## config.mk

```make
export PLATFORM = sky130hd
export DESIGN_NAME = cc_alu
export DESIGN_NICKNAME = d
export VERILOG_FILES = /design/src/rtl/alu_cc_pkg.sv /design/src/rtl/operand_mux.sv /design/src/rtl/alu_core.sv /design/src/rtl/branch_eval.sv /design/src/rtl/cc_alu.sv
export SDC_FILE = /design/constraint.sdc
export NUM_CORES = 1
export LEC_CHECK = 0
export ABC_AREA = 1
export BUFFER_PORTS_ARGS = -buffer_cell sky130_fd_sc_hd__buf_2
export CORE_ASPECT_RATIO = 0.6
export CORE_MARGIN = 2
export CORE_UTILIZATION = 40
export CTS_BUF_LIST = sky130_fd_sc_hd__clkbuf_4
export DETAILED_ROUTE_END_ITERATION = 6
export GPL_ROUTABILITY_DRIVEN = 0
export GPL_TIMING_DRIVEN = 0
export HOLD_SLACK_MARGIN = 0.02
export SYNTH_ARGS = -nofsm -noshare
export SYNTH_HDL_FRONTEND = slang
export SYNTH_SLANG_ARGS = --single-unit
```

## constraint.sdc

```tcl
create_clock -name clk -period 7.7 [get_ports clk]
set_input_delay 0.77 -clock clk [delete_from_list [all_inputs] [get_ports clk]]
set_output_delay 0.77 -clock clk [all_outputs]
set_load 0.01 [all_outputs]
```

## src/rtl/alu_cc_pkg.sv

```systemverilog
package alu_cc_pkg;

  typedef enum logic [2:0] {
    OP_AND   = 3'd0,
    OP_OR    = 3'd1,
    OP_NOR   = 3'd2,
    OP_SRL   = 3'd3,
    OP_ADD   = 3'd4,
    OP_SETHI = 3'd5
  } alu_op_e;

  typedef enum logic [2:0] {
    BR_ZERO  = 3'd0,
    BR_NEG   = 3'd1,
    BR_CARRY = 3'd2,
    BR_OVF   = 3'd3,
    BR_ALWAYS = 3'd4
  } br_cond_e;

  typedef struct packed {
    logic n;
    logic z;
    logic v;
    logic c;
  } cc_flags_t;

endpackage

```

## src/rtl/operand_mux.sv

```systemverilog
module operand_mux #(
  parameter int DATA_W = 32,
  parameter int IMM_W  = 13
) (
  input  logic [DATA_W-1:0] reg_i,
  input  logic [IMM_W-1:0]  imm_i,
  input  logic              use_imm_i,
  output logic [DATA_W-1:0] opnd_o
);
  localparam int EXT_W = DATA_W - IMM_W;

  logic [DATA_W-1:0] imm_ext;

  assign imm_ext = {{EXT_W{imm_i[IMM_W-1]}}, imm_i};
  assign opnd_o  = use_imm_i ? imm_ext : reg_i;

  always_comb begin
    if (use_imm_i)
      a_sext_r3: assert (opnd_o[DATA_W-1:IMM_W-1] == '0 || opnd_o[DATA_W-1:IMM_W-1] == '1);
  end
endmodule

```

## src/rtl/alu_core.sv

```systemverilog
module alu_core
  import alu_cc_pkg::*;
#(
  parameter int DATA_W = 32,
  parameter int HI_W   = 22
) (
  input  alu_op_e           op_i,
  input  logic [DATA_W-1:0] a_i,
  input  logic [DATA_W-1:0] b_i,
  input  logic [HI_W-1:0]   hi_i,
  input  cc_flags_t         flags_i,
  output logic [DATA_W-1:0] res_o,
  output cc_flags_t         flags_o,
  output logic              known_o,
  output logic              set_cc_o
);
  localparam int LO_W    = DATA_W - HI_W;
  localparam int SHAMT_W = $clog2(DATA_W);

  logic [DATA_W:0]        sum_ext;
  logic [SHAMT_W-1:0]     shamt;
  logic                   add_ovf;

  assign sum_ext = {1'b0, a_i} + {1'b0, b_i};
  assign shamt   = b_i[SHAMT_W-1:0];
  assign add_ovf = (a_i[DATA_W-1] == b_i[DATA_W-1]) &&
                   (sum_ext[DATA_W-1] != a_i[DATA_W-1]);

  always_comb begin
    res_o    = '0;
    known_o  = 1'b1;
    set_cc_o = 1'b1;
    unique case (op_i)
      OP_AND:   res_o = a_i & b_i;
      OP_OR:    res_o = a_i | b_i;
      OP_NOR:   res_o = ~(a_i | b_i);
      OP_SRL:   res_o = a_i >> shamt;
      OP_ADD:   res_o = sum_ext[DATA_W-1:0];
      OP_SETHI: begin
        res_o    = {hi_i, {LO_W{1'b0}}};
        set_cc_o = 1'b0;
      end
      default: begin
        known_o  = 1'b0;
        set_cc_o = 1'b0;
      end
    endcase
  end

  always_comb begin
    flags_o = flags_i;
    if (set_cc_o) begin
      flags_o.n = res_o[DATA_W-1];
      flags_o.z = (res_o == '0);
      flags_o.c = (op_i == OP_ADD) ? sum_ext[DATA_W] : 1'b0;
      flags_o.v = (op_i == OP_ADD) ? add_ovf : 1'b0;
    end
  end
endmodule

```

## src/rtl/branch_eval.sv

```systemverilog
module branch_eval
  import alu_cc_pkg::*;
(
  input  logic      clk,
  input  logic      rst,
  input  cc_flags_t flags_i,
  input  logic      br_valid_i,
  input  logic [2:0] br_sel_i,
  output logic      taken_o
);
  logic cond;

  always_comb begin
    case (br_sel_i)
      BR_ZERO:   cond = flags_i.z;
      BR_NEG:    cond = flags_i.n;
      BR_CARRY:  cond = flags_i.c;
      BR_OVF:    cond = flags_i.v;
      BR_ALWAYS: cond = 1'b1;
      default:   cond = 1'b0;
    endcase
  end

  always_ff @(posedge clk) begin
    if (rst) taken_o <= 1'b0;
    else     taken_o <= br_valid_i & cond;
  end

  p_always_taken_r9: assert property (@(posedge clk) disable iff (rst)
    (br_valid_i && br_sel_i == 3'd4) |=> taken_o);

  p_idle_not_taken_r10: assert property (@(posedge clk) disable iff (rst)
    (!br_valid_i || br_sel_i > 3'd4) |=> !taken_o);

  p_zero_cond_r9: assert property (@(posedge clk) disable iff (rst)
    (br_valid_i && br_sel_i == 3'd0) |=> (taken_o == $past(flags_i.z)));
endmodule

```

## src/rtl/cc_alu.sv

```systemverilog
module cc_alu
  import alu_cc_pkg::*;
#(
  parameter int DATA_W = 32,
  parameter int IMM_W  = 13,
  parameter int HI_W   = 22
) (
  input  logic              clk,
  input  logic              rst,
  input  logic              op_valid_i,
  input  logic [2:0]        op_i,
  input  logic [DATA_W-1:0] rs1_i,
  input  logic [DATA_W-1:0] rs2_i,
  input  logic              use_imm_i,
  input  logic [IMM_W-1:0]  imm13_i,
  input  logic [HI_W-1:0]   imm22_i,
  input  logic              br_valid_i,
  input  logic [2:0]        br_sel_i,
  output logic [DATA_W-1:0] result_o,
  output logic [3:0]        flags_o,
  output logic              taken_o
);
  localparam int LO_W = DATA_W - HI_W;

  logic [DATA_W-1:0] opnd_b;
  logic [DATA_W-1:0] alu_res;
  cc_flags_t         flags_q;
  cc_flags_t         flags_nx;
  logic              known;
  logic              set_cc;
  logic [DATA_W-1:0] result_q;

  operand_mux #(.DATA_W(DATA_W), .IMM_W(IMM_W)) u_mux (
    .reg_i     (rs2_i),
    .imm_i     (imm13_i),
    .use_imm_i (use_imm_i),
    .opnd_o    (opnd_b)
  );

  alu_core #(.DATA_W(DATA_W), .HI_W(HI_W)) u_core (
    .op_i     (alu_op_e'(op_i)),
    .a_i      (rs1_i),
    .b_i      (opnd_b),
    .hi_i     (imm22_i),
    .flags_i  (flags_q),
    .res_o    (alu_res),
    .flags_o  (flags_nx),
    .known_o  (known),
    .set_cc_o (set_cc)
  );

  always_ff @(posedge clk) begin
    if (rst) begin
      result_q <= '0;
      flags_q  <= '0;
    end else if (op_valid_i && known) begin
      result_q <= alu_res;
      if (set_cc) flags_q <= flags_nx;
    end
  end

  branch_eval u_br (
    .clk        (clk),
    .rst        (rst),
    .flags_i    (flags_q),
    .br_valid_i (br_valid_i),
    .br_sel_i   (br_sel_i),
    .taken_o    (taken_o)
  );

  assign result_o = result_q;
  assign flags_o  = flags_q;

  p_hold_idle_r8: assert property (@(posedge clk) disable iff (rst)
    (!op_valid_i || op_i > 3'd5) |=> ($stable(result_o) && $stable(flags_o)));

  p_nz_track_r7: assert property (@(posedge clk) disable iff (rst)
    (op_valid_i && op_i <= 3'd4) |=>
      (flags_o[3] == result_o[DATA_W-1]) && (flags_o[2] == (result_o == '0)));

  p_logic_cv_clear_r7: assert property (@(posedge clk) disable iff (rst)
    (op_valid_i && op_i <= 3'd3) |=> (flags_o[1:0] == 2'b00));

  p_sethi_flags_r6: assert property (@(posedge clk) disable iff (rst)
    (op_valid_i && op_i == 3'd5) |=> ($stable(flags_o) && result_o[LO_W-1:0] == '0));
endmodule

```

---- Word level (Yosys, flattened, before mapping) ----
Cells that the tools add are included.
storage, ports and cells
  flip-flop bits (word level) ............. 37
  input bits .............................. 110
  output and inout bits ................... 37
operators by class
  add/subtract/negate cells ............... 1
  equal/unequal tests ..................... 11
  shifts and indexed selects .............. 1
  muxes and demuxes ....................... 7
  bitwise gates (word level) .............. 4
  reductions and logical operators ........ 8
operator list
  cell                  count
  $pmux W32 S6          1
  $add A32 B32 Y33      1
  $and A32 B32 Y32      1
  $logic_not A32 Y1     1
  $mux W32              1
  $not A32 Y32          1
  $or A32 B32 Y32       1
  $shr A32 B5 Y32       1
  $eq A3 B2 Y1 const B  4
  $eq A3 B3 Y1 const B  3
  $eq A3 B1 Y1 const B  2
  $logic_not A3 Y1      2
  $reduce_or A6 Y1      1
  $pmux W1 S5           1
  $reduce_or A5 Y1      1
  $mux W1               4
  $logic_and A1 B1 Y1   2
  $reduce_and A2 Y1     1
  $and A1 B1 Y1         1
  $eq A1 B1 Y1          1
  $ne A1 B1 Y1          1

---- Logic depth before layout (Yosys ltp) ----
Gate-level depths: netlist of the first run.
  depth in word-level cells ............... 5
  depth in mapped cells ................... 26
  mapped depth without buffers ............ 24

---- By module ----
A second synthesis of the first run with hierarchy kept.
unflattened totals
  cells, all modules ...................... 1592
  area, all modules ....................... 8092.8 um^2
by module, submodules not included
  module       instances  cells each  area each (um^2)
  alu_core     1          1326        6379.9
  cc_alu       1          165         1278.7
  operand_mux  1          84          344.1
  branch_eval  1          17          90.1

---- Worst setup path after synthesis of the first run ----
OpenSTA, ideal clock, no wires.
  path kind ............................... input-to-reg
  from .................................... input use_imm_i
  to ...................................... register flags_q (netlist bit flags_o[2])
  library setup time ...................... 65 ps
  arrival ................................. 3273 ps
  slack ................................... 4362 ps
  cell stages on the path ................. 22
  cell sequence ........................... buf_4 > nand2_2 > nand2_4 > buf_4 > ha_1 > fa_1 > nand3_1 > nand3_1 > nand2_1 > nand3_1 > nand2_1 > nand2_1 > nand2_1 > nand2_1 > or2_2 > nand3_1 > nand2_1 > nor2_1 > nand3_1 > nor2_1 > nor2_1 > nor2_1
between the ends
  word-level cells in the longest chain between the ends .. 5
ends and longest elaborated chain
  item                                                                      line               text
  start: declaration                                                        cc_alu.sv:14       input logic use_imm_i,
  $mux W32 (*)                                                              operand_mux.sv:15  assign opnd_o = use_imm_i ? imm_ext : reg_i;
  parallel branches: the longest is 2 deep, another holds $add A32 B32 Y33  -
  $pmux W32 S6 (*)                                                          alu_core.sv:33     unique case (op_i)
  $logic_not A32 Y1 (*)                                                     alu_core.sv:54     flags_o.z = (res_o == '0);
  end signal: assignment                                                    cc_alu.sv:58       if (set_cc) flags_q <= flags_nx;
  end: declaration                                                          cc_alu.sv:27       cc_flags_t flags_q;
Mark *: on every way between the ends.
A chain may end at the register's enable or synchronous reset.

---- Worst setup path in the final report of the first run ----
Same ends and word-level chain as after synthesis.

==> reports/results.txt, run 1 <==
leading cell type in the layout, fill and taps excluded = nand2_1
Slew Limit Fails = 0
Net Count, Synth = 1,634
CTS root buf = clkbuf_4
RSZ-0062 raised after global routing = no
Fill cells = 2,154
Chip Width = 183 um
CP Data Required Time = 8.01 ns
layout cell share with drive strength beyond 1 = 0.132
Pleak = 5.10 nW
FP Rows = 39
sequential power share = 0.199
CP max stage cell = clkbuf_1
Final Hold Vio Count = 0
Period minus WS final = 4.58 ns
Final Setup Violations = 0
Initial Util = 0.407
WP buf/inv = 5
Residual DRC = 0
Layout Skew = 0.00175 ns
Worst Tran Pin Value = 0.872 ns
max-cap viol count = 0
Post-DP Area = 8730 um^2
pre-CTS setup slack = 2.95 ns
syn_area_per_cell = 5.28 um^2
post-DR wirelength/cell = 20.0 um
Largest stage delay, worst path = 0.52 ns
initial DRC count = 1,782
CP Max Fanout = 10
Netlist Area Pre-Place = 7700 um^2
CTS Hold Bufs = 0
Max rail drop VDD = 81.2 uV
Skew-Pair Late Insertion Delay = 0.37 ns
dpl cells = 1,849
drt total wl = 37,200 um
total die area = 20,400 um^2
most used cell, CP = nand2_1
Final TNS setup = 0 ns
Clk pwr share = 0.166
DP HPWL = 31,000 um
synthesis-stage register bit count = 37
Int Pwr = 524 uW
Global Route Usage Sum = 0.358
chip height = 111 um
critical path type = in2reg
post-CTS setup buffer count = 0
I/O pin cnt = 147
antenna-violating nets left = 0
DR vias/cell = 5.67
post-synthesis sequential area ratio = 0.0962
Cells after Synth = 1,458
Multi-input gate area = 5770 um^2
grt ovf = 0
initial antenna violation count = 2
CTS tree = done
Worst setup SP type = input pin
CTS Buf Count = 5
status = finished, final reports clean
vias in the first global route = 9,299
fin util = 0.467
Critical Path AT = 4.89 ns
most frequent cells in the layout = nand2_1, nand3_1, inv_1, nor2_1, buf_2
Comb power frac = 0.635
Sequential Area = 741 um^2
pin count of the biggest net entering global routing = 14
first-pass GRT wire length = 55,100 um
Post-CTS Resized = 0
CP delay by family, top = simple AND/OR/NAND/NOR gates
final net count = 1,786
fin cells = 1,859
PwrDens = 122 nW/um^2
Vias = 10,535
Ys Warns = 0
H-tree depth = 2
P_sw = 551 uW
Max clock buf depth = 2
Synth Flop Type = dfxtp_1
Synth cell types = 46
Clock transition at path regs = 0.13 ns
worst hold-check path type = reg2reg
# clock sinks = 37
core area = 18,900 um^2
Switching Fraction = 0.513
Tcrit/Tclk final = 0.594
Worst Slack Setup Final = 3.12 ns
drt first pass iters = 7
Slew HR = 0.419
Area growth syn-to-layout = 14.9%
Port Buffers = 145
Max Clock Freq = 219 MHz
number of flops mapped to enable cells by yosys = 0
ys async rst share = 0
CP Capture Type = flip-flop
Design Area, Final = 8840 um^2
## path summary, 6_finish.rpt
check	from	end	slack, ns	cells after the start
hold reg to reg	result_o[20]$_SDFFE_PP0P_	result_o[20]$_SDFFE_PP0P_	0.52	2
setup / recovery	use_imm_i	flags_o[2]$_SDFFE_PP0P_	3.12	25
setup reg to reg	flags_o[3]$_SDFFE_PP0P_	u_br.taken_o$_SDFF_PP0_	6.75	4
hold / removal	result_o[20]$_SDFFE_PP0P_	result_o[20]$_SDFFE_PP0P_	0.52	2
## logic make-up (layout without fill, tap and decap cells)
kind of cell | Yosys count | count (layout) | synth area share
buffers and inverters | 277 | 430 | 0.155
other | 0 | 2 | 0
xor gates and xnor gates | 2 | 2 | 0.00228
adders and majority gates | 66 | 66 | 0.108
DFF | 37 | 37 | 0.0962
and+or+nand+nor | 886 | 886 | 0.492
AOI/OAI and AO/OA | 185 | 185 | 0.140
muxes | 5 | 5 | 0.00650
## per-layer routing
layer,routed length [um],share of wire,up-vias,global-route usage
met5,0,0,-,0
met4,1220,0.033,0,0.0827
met3,6320,0.17,109,0.183
met2,13600,0.36,705,0.477
met1,16100,0.43,4722,0.503
li1,-,-,4999,-
## layout make-up
class	count	area share
well taps	246	0.0348
clock inverters	3	0.00778
multi-input cells	1144	0.652
clock buffers	5	0.00424
flip-flops and latches	37	0.0837
repair buffers	145	0.0820
diodes	2	0.000566
inverters	220	0.0942
plain buffers	57	0.0406
## stage by stage
stage	power [mW]	hold WS, ns
3_5_place_dp	0.866	0.488
3_3_place_gp	0.862	0.485
2_1_floorplan	0.643	0.497
6_report	1.08	0.518
5_1_grt	1.15	0.537
4_1_cts	1.04	0.523
## worst reg2reg max path, cell delays in order (launching register included)
cell       delay [ns]
dfxtp_1          0.36
inv_1            0.06
o32ai_1          0.29
a2bb2oi_1        0.11
nor2_1           0.09
## registers in the layout (all words and copies together) (netlist names)
| signal | cells |
|---|---|
| u_br.taken_o | 1 |
| flags_o | 4 |
| result_o | 32 |
## Yosys cell counts (2+ instances only)
cell type	n	area [um^2]
a211oi_1	4	30.0
a21oi_1	71	355
a221oi_1	13	114
buf_2	8	40.0
buf_4	10	75.1
buf_6	13	146
clkbuf_1	25	93.8
dfxtp_1	37	741
ha_1	65	813
inv_1	213	800
inv_2	3	11.3
inv_4	3	18.8
mux2i_1	5	50.1
nand2_1	443	1660
nand2_2	2	12.5
nand2_4	3	33.8
nand3_1	240	1200
nand3_2	3	30.0
nand3b_1	11	82.6
nand4_1	4	25.0
nor2_1	154	578
nor3_1	9	45.0
o2111ai_1	5	43.8
o211ai_1	7	52.6
o21ai_0	63	315
o21ai_4	2	32.5
o21bai_1	4	30.0
o22ai_1	10	62.6
or2_1	2	12.5
or2_2	10	62.6
## power groups by stage
stage / clock network (mW) / logic [mW] / registers (mW)
after floorplan: 0 / 0.419 / 0.224
after CTS: 0.180 / 0.651 / 0.213
after global placement: 0 / 0.645 / 0.217
after detailed placement: 0 / 0.648 / 0.218
final: 0.179 / 0.683 / 0.213
after global routing: 0.191 / 0.741 / 0.215
Note: power is estimated with default switching activity, not from simulation.
==> inputs of run 2 (changes only) <==
==> constraint.sdc (replaced) <==
create_clock -name clk -period 3.74 [get_ports clk]
set_input_delay 0.374 -clock clk [delete_from_list [all_inputs] [get_ports clk]]
set_output_delay 0.374 -clock clk [all_outputs]
set_load 0.01 [all_outputs]
==> run 2 against run 1 <==
Compared with the run above:
- highest routed layer unchanged
- combinational power increased by 110%
- critical path type unchanged
- hold slack worse by 0.29 ns
- routed wire length is 0.17% higher
- the run now ends with DRC left
- register-to-register slack worse by 4.0 ns
- power grew 110%
- cell area rose by 0.57%
- sequential share of layout area barely moved
- clock skew increased by 0.0032 ns
- critical path depth decreased by 2
- count of clock-buffer cells in the layout stayed put
==> reports/results.txt, run 2 (same netlist as run 1, synthesis figures left out) <==
DR vias/cell = 5.69
Worst Tran Pin Value = 0.842 ns
first-pass GRT wire length = 55,100 um
Vias = 10,580
Layout Skew = 0.00493 ns
Critical Path AT = 3.91 ns
Global Route Usage Sum = 0.358
core area = 18,900 um^2
layout cell share with drive strength beyond 1 = 0.141
Max Clock Freq = 278 MHz
Final Hold Vio Count = 0
violated checks = DRC
CP Data Required Time = 4.05 ns
drt first pass iters = 7
Clock transition at path regs = 0.13 ns
Initial Util = 0.407
CP Max Fanout = 10
worst hold path endpoint = u_br.taken_o$_SDFF_PP0_
final net count = 1,786
Area growth syn-to-layout = 15.5%
Skew-Pair Late Insertion Delay = 0.36 ns
CP Launch Point = use_imm_i
Multi-input gate area = 5800 um^2
beginning of the worst register-to-register path = flags_o[3]$_SDFFE_PP0P_
Hold WS = 0.231 ns
CTS root buf = clkbuf_4
CP max stage cell = fa_2
drt total wl = 37,300 um
total power = 2.22 mW
Port Buffers = 145
worst hold-check path type = in2reg
cell depth of the worst flop-to-flop path = 4
Sequential Area = 741 um^2
chip height = 111 um
cell depth of the worst hold path = 3
PwrDens = 250 nW/um^2
Worst setup SP type = input pin
Slew Limit Fails = 0
antenna-violating nets left = 0
initial DRC count = 1,805
Final Setup Violations = 0
DP HPWL = 31,000 um
FP Rows = 39
pin count of the biggest net entering global routing = 14
Chip Width = 183 um
Fill cells = 2,150
CP Cell Sequence = buf_4, inv_4, nand2_4, nand2_4, buf_4, ha_1, fa_2, nand3_1, nand3_2, nand2_1, nand3_1, or2_2, nand3_1, nand2_1, inv_1, nand2_1, nor2_1, nand3_1, nor2_1, nand2_1, nor2_2, nor2_1, nor2_1
WP buf/inv = 4
status = complete, but fails checks
CTS Buf Count = 5
post-CTS setup buffer count = 0
I/O pin cnt = 147
reg-to-reg slack, setup = 2.78 ns
Tcrit/Tclk final = 0.962
worst hold start = br_valid_i
max-cap viol count = 0
initial antenna violation count = 2
Max rail drop VDD = 167 uV
Slew HR = 0.439
CP Capture Type = flip-flop
Pleak = 5.12 nW
Design Area, Final = 8890 um^2
Period minus WS final = 3.60 ns
most frequent cells in the layout = nand2_1, nand3_1, inv_1, buf_2, nor2_1
leading cell type in the layout, fill and taps excluded = nand2_1
grt ovf = 0
CP delay by family, top = simple AND/OR/NAND/NOR gates
# clock sinks = 37
H-tree depth = 2
post-DR wirelength/cell = 20.1 um
Post-DP Area = 8730 um^2
max reg flops = 32
RR Endpoint = u_br.taken_o$_SDFF_PP0_
total die area = 20,400 um^2
Residual DRC = 1
vias in the first global route = 9,298
Largest stage delay, worst path = 0.48 ns
CTS tree = done
critical path type = in2reg
Max clock buf depth = 2
run 2: metal layers:
layer	GRT usage	vias up	wire [um]
met5	0	-	0
met4	0.0827	0	1150
met2	0.477	725	13700
met3	0.183	95	6390
li1	-	5004	-
met1	0.503	4756	16000
run 2: where the power goes:
group	total, mW	internal [mW]	leakage (nW)	switching [mW]
logic	1.41	0.450	4.76	0.965
clock network	0.366	0.210	0.0558	0.156
registers	0.439	0.424	0.305	0.0158
run 2: how the worst max path moves through the flow:
stage / cells after the start / slack (ns) / end
final: 23 / 0.14 / flags_o[2]$_SDFFE_PP0P_
after global routing: 25 / -0.006 / flags_o[2]$_SDFFE_PP0P_
after CTS: 24 / 0.05 / flags_o[2]$_SDFFE_PP0P_
after detailed placement: 25 / -0.61 / flags_o[2]$_SDFFE_PP0P_
after global placement: 25 / -0.57 / flags_o[2]$_SDFFE_PP0P_
after floorplan: 22 / 0.80 / flags_o[2]$_SDFFE_PP0P_
run 2: worst reg2reg max path, cell delays in order (launching register included):
cell       delay, ns
dfxtp_1         0.36
inv_1           0.06
o32ai_1         0.29
a2bb2oi_1       0.11
nor2_1          0.09
run 2: what timing repair did:
| item | in CTS | in global routing |
|---|---|---|
| pin swaps | 0 | 1 |
| gates resized for setup | 3 | 22 |
| endpoints found under the setup margin | 1 | 1 |
| gates cloned | 0 | 0 |
| hold buffers | 0 | 0 |
run 2: stage by stage:
step | setup TNS [ns] | worst slack [ns] | cells | utilization
after CTS | 0 | 0.0462 | 1857 | 0.467
after detailed placement | -0.620 | -0.614 | 1849 | 0.461
final | 0 | 0.142 | 1859 | 0.470
after floorplan | 0 | 0.798 | 1458 | -
after global routing | -0.00636 | -0.00636 | 1858 | 0.470
after global placement | -0.566 | -0.566 | 1849 | 0.461
run 2: area by class of cell:
cell class,count,area share
clock buffer,5,0.00422
buffer,57,0.0425
inverter,220,0.0937
sequential,37,0.0833
timing repair buffer,145,0.0816
tap,246,0.0346
multi-input combinational,1144,0.652
antenna,2,0.000563
clock inverter,3,0.00774
